**src/rtl/tri_mode_sel.sv**
```systemverilog
module tri_mode_sel #(
  parameter int W            = 8,
  parameter int BB_ENTER     = 90,
  parameter int BB_EXIT      = 85,
  parameter int BOOST_ENTER  = 30,
  parameter int BOOST_EXIT   = 25,
  parameter int BB_PRESET    = 10,
  parameter int FULL         = 100,
  parameter int QUAL         = 4
) (
  input  logic         clk,
  input  logic         rst_n,
  input  logic         tick,
  input  logic [W-1:0] buck_duty,
  input  logic [W-1:0] boost_duty,
  output logic [1:0]   mode,
  output logic         buck_hi_force,
  output logic         boost_hi_force,
  output logic         ff_strobe,
  output logic [W-1:0] ff_buck,
  output logic [W-1:0] ff_boost
);
  localparam int CW = $clog2(QUAL + 1);
  localparam logic [1:0] M_BUCK = 2'd0, M_BB = 2'd1, M_BOOST = 2'd2;
  localparam logic [W-1:0] T_BB_IN  = W'(BB_ENTER);
  localparam logic [W-1:0] T_BB_OUT = W'(BB_EXIT);
  localparam logic [W-1:0] T_BO_IN  = W'(BOOST_ENTER);
  localparam logic [W-1:0] T_BO_OUT = W'(BOOST_EXIT);
  localparam logic [CW-1:0] Q_C     = CW'(QUAL);

  logic [1:0]    tgt, pend;
  logic          want;
  logic [CW-1:0] cnt, cnt_nx;
  logic [W-1:0]  pre_buck, pre_boost;

  always_comb begin
    want = 1'b0;
    tgt  = mode;
    case (mode)
      M_BUCK:  if (buck_duty >= T_BB_IN) begin want = 1'b1; tgt = M_BB; end
      M_BB:    if (boost_duty >= T_BO_IN) begin want = 1'b1; tgt = M_BOOST; end
               else if (buck_duty < T_BB_OUT) begin want = 1'b1; tgt = M_BUCK; end
      M_BOOST: if (boost_duty < T_BO_OUT) begin want = 1'b1; tgt = M_BB; end
      default: begin want = 1'b1; tgt = M_BUCK; end
    endcase
  end

  always_comb begin
    case (tgt)
      M_BB:    begin
                 pre_buck  = (mode == M_BOOST) ? W'(FULL) : T_BB_IN;
                 pre_boost = (mode == M_BOOST) ? T_BO_OUT : W'(BB_PRESET);
               end
      M_BOOST: begin pre_buck = W'(FULL); pre_boost = T_BO_IN; end
      default: begin pre_buck = T_BB_OUT; pre_boost = '0; end
    endcase
  end

  assign cnt_nx = (cnt != '0 && pend == tgt) ? cnt + CW'(1) : CW'(1);

  always_ff @(posedge clk or negedge rst_n) begin
    if (!rst_n) begin
      mode      <= M_BUCK;
      pend      <= M_BUCK;
      cnt       <= '0;
      ff_strobe <= 1'b0;
      ff_buck   <= '0;
      ff_boost  <= '0;
    end else begin
      ff_strobe <= 1'b0;
      ff_buck   <= '0;
      ff_boost  <= '0;
      if (tick) begin
        if (!want) begin
          cnt <= '0;
        end else if (cnt_nx == Q_C) begin
          mode      <= tgt;
          cnt       <= '0;
          ff_strobe <= 1'b1;
          ff_buck   <= pre_buck;
          ff_boost  <= pre_boost;
        end else begin
          cnt  <= cnt_nx;
          pend <= tgt;
        end
      end
    end
  end

  assign boost_hi_force = (mode == M_BUCK);
  assign buck_hi_force  = (mode == M_BOOST);
endmodule

```
**config.mk**
```make
export PLATFORM = sky130hd
export DESIGN_NAME = tri_mode_sel
export DESIGN_NICKNAME = d
export VERILOG_FILES = /design/src/rtl/tri_mode_sel.sv
export SDC_FILE = /design/constraint.sdc
export NUM_CORES = 1
export LEC_CHECK = 0
export CORE_MARGIN = 2
export CORE_UTILIZATION = 45
export CTS_CLUSTER_DIAMETER = 30
export DETAILED_ROUTE_END_ITERATION = 6
export PLACE_DENSITY_LB_ADDON = 0.12
export SLEW_MARGIN = 20
export SYNTH_ARGS = -nofsm -noshare
export SYNTH_HDL_FRONTEND = slang
export SYNTH_SLANG_ARGS = --single-unit
```
**constraint.sdc**
```tcl
create_clock -name clk -period 4.71 [get_ports clk]
set_input_delay 0.471 -clock clk [delete_from_list [all_inputs] [get_ports clk]]
set_output_delay 0.471 -clock clk [all_outputs]
set_load 0.005 [all_outputs]
```
==> out/summary.txt <==
cells after synthesis = 93
ys flop type = dfrtp_1
HP Class = reg -> reg
via count = 786
Worst VDD drop = 0.192 mV
Final setup viols = 0
Final Hold Fails = 0
Post-Synthesis Cell Area = 997 um^2
vias in the first global route = 838
measured slew at the worst slew-check pin = 0.736 ns
Crit path max-delay family = compound AO/OA/AOI/OAI gates
gr ovfl total = 0
Cell Chain, Critical Path = clkdlybuf4s50_1 -> nor3_2 -> nand2_1 -> a2111oi_2 -> a21o_2 -> xnor2_4 -> nand4_2 -> mux2_1
Synth-to-Final Area Change = 36.4%
post-synth top area share = 0.427
H-Tree Depth = 1
Detailed Route Iter0 Violations = 13
status = completed
most common cell after layout, fill and taps aside = clkdlybuf4s50_1
CP max stage delay = 0.44 ns
post-synthesis register bit count = 17
starting density of the core = 0.464
max-slew violation count = 0
GRT Util Overall = 0.168
Die W = 51.1 um
WP data required = 4.89 ns
Final GP Congestion = 0.871
clk sinks = 17
largest family of logic cells by synthesized area = simple AND/OR/NAND/NOR gates
TritonCTS clock tree = built
Avg Cell Area, Syn = 10.7 um^2
# DRC = 0
share of cells above drive strength 1 = 0.150
number of buffers created by CTS = 3
die area = 2610 um^2
Max-Cap Viols = 0
CTS-repair resized insts = 0
fmax = 0.374 GHz
commonest cells after routing, fill and taps aside = clkdlybuf4s50_1 (35), dfrtp_1 (17), inv_1 (7), nor2_1 (7), a21oi_1 (5)
simple-gate share of the synthesized area = 0.183
ant diodes = 0
largest cells by area after synthesis = dfrtp_1 (43%), buf_4 (5.3%), ha_1 (5.0%), nor3_2 (3.0%), xnor2_4 (2.8%)
Layout Utilization = 0.633
Post CTS Setup Buffer Count = 0
fill count = 192
complex-gate fraction of the synthesized area = 0.167
Root Buffer = clkbuf_4
DRT antenna net count = 0
EDFF count, synth = 0
Adder-Cell Fraction of Synth Area = 0.0502
CP arrival = 2.85 ns
largest net degree at the start of global routing = 18
Final nets = 151
Cell Pwr Density = 320 nW/um^2
drt pass-1 iters = 3
first-pass GRT wire length = 3270 um
post-synthesis sequential area ratio = 0.427
Worst-Skew Late Latency = 0.29 ns
Yosys warning total = 0
Tmin final = 2.67 ns
Rows = 17
Slowest-stage cell, CP = a2111oi_2
Detailed Place HPWL = 1500 um
post-synthesis mux area share = 0.0226
Max Buffers Root-to-Sink = 2
Pleak = 0.599 nW
initial antenna violation count = 0
Final period util = 0.567
Detailed Route WL = 1830 um
critical path type = in -> reg
Max-Slew Margin vs Limit = 0.508
Die H = 51.1 um
unrepaired setup endpoints after global routing = false
port bufs = 35
I/O pin count = 40
Clock Skew = 0.00427 ns
Cell variety after synth = 38
largest area contributor in the netlist = dfrtp_1
CP Capture Type = flop
CTS clock-pin slew for the worst setup and hold paths = 0.10 ns
critical path peak fanout = 12
FFs w/ async S/R, synth = 1.00
Post-CTS Hold Buffers = 0
Setup TNS = 0 ns
Via density = 5.07
WP buf/inv = 1
Synth Area in XOR/XNOR = 0.0527
wire length per cell = 11.8 um
Core Area = 2150 um^2
total design power = 0.435 mW
CP Launch Type = primary input
kinds of logic (layout without fill, tap and decap cells):
| group | count (synthesis) | after routing |
|---|---|---|
| AND/OR/NAND/NOR | 29 | 29 |
| AO/OA/AOI/OAI | 21 | 21 |
| flip-flops | 17 | 17 |
| buffers and inverters | 16 | 47 |
| adder cells (fa/ha/maj) | 4 | 4 |
| XOR/XNOR | 3 | 3 |
| multiplexers | 2 | 2 |
| other | 1 | 4 |
metrics by stage:
step           worst slack [ns]  instances  hold slack, ns  cell area, um^2
3_5_place_dp               1.71        151           0.520             1330
3_3_place_gp               1.79        151           0.522             1330
2_1_floorplan              2.55         96           0.175             1010
6_report                   2.04        155           0.528             1360
4_1_cts                    2.01        155           0.535             1360
5_1_grt                    1.90        155           0.584             1360
metal layers:
metal / GRT usage / vias up / part of all wire
met5: 0 / - / 0
met4: 0.0811 / 0 / 0.017
li1: - / 387 / -
met1: 0.168 / 361 / 0.39
met2: 0.325 / 34 / 0.53
met3: 0.0351 / 4 / 0.060
where the power goes:
group	leakage [nW]	switching [mW]	total [mW]	internal, mW
Combinational	0.353	0.0913	0.172	0.0811
Clock	0.0139	0.0477	0.0799	0.0323
Sequential	0.232	0.0194	0.182	0.163
Total	0.599	0.158	0.435	0.276
worst paths after layout:
check	start	end	slack, ns	cells past startpoint
worst max-delay path	boost_duty[5]	mode[0]$_DFFE_PN0P_	2.04	8
worst min-delay path	cnt[2]$_DFFE_PN0P_	cnt[2]$_DFFE_PN0P_	0.53	1
worst max register to register	mode[0]$_DFFE_PN0P_	mode[0]$_DFFE_PN0P_	2.30	7
worst min register to register	cnt[2]$_DFFE_PN0P_	cnt[2]$_DFFE_PN0P_	0.53	1
max in group asynchronous	rst_n	cnt[1]$_DFFE_PN0P_	3.64	1
min in group asynchronous	rst_n	ff_boost[2]$_DFF_PN0_	0.61	1
Yosys cell counts, types with 2 or more instances:
library cell / count
a21oi_1: 5
nand3_1: 3
a31oi_1: 2
buf_4: 7
nand4_1: 2
nor3_2: 3
nand2_1: 4
mux2_1: 2
ha_1: 4
nor2_1: 7
nor2b_1: 3
dfrtp_1: 17
inv_1: 7
o21ai_0: 3
registers in the layout, indices dropped and copies added (netlist names):
register   cells
cnt            3
ff_boost       4
pend           2
mode           2
ff_buck        5
ff_strobe      1
layout make-up:
type	count	area (um^2)	area share
timing repair buffer	35	350	0.258
clock buffer	3	22.5	0.0166
tap	28	35.0	0.0258
inverter	8	30.0	0.0221
sequential	17	425	0.313
clock inverter	1	7.51	0.00552
multi-input combinational	63	489	0.360
(Power assumes the default switching activity.)
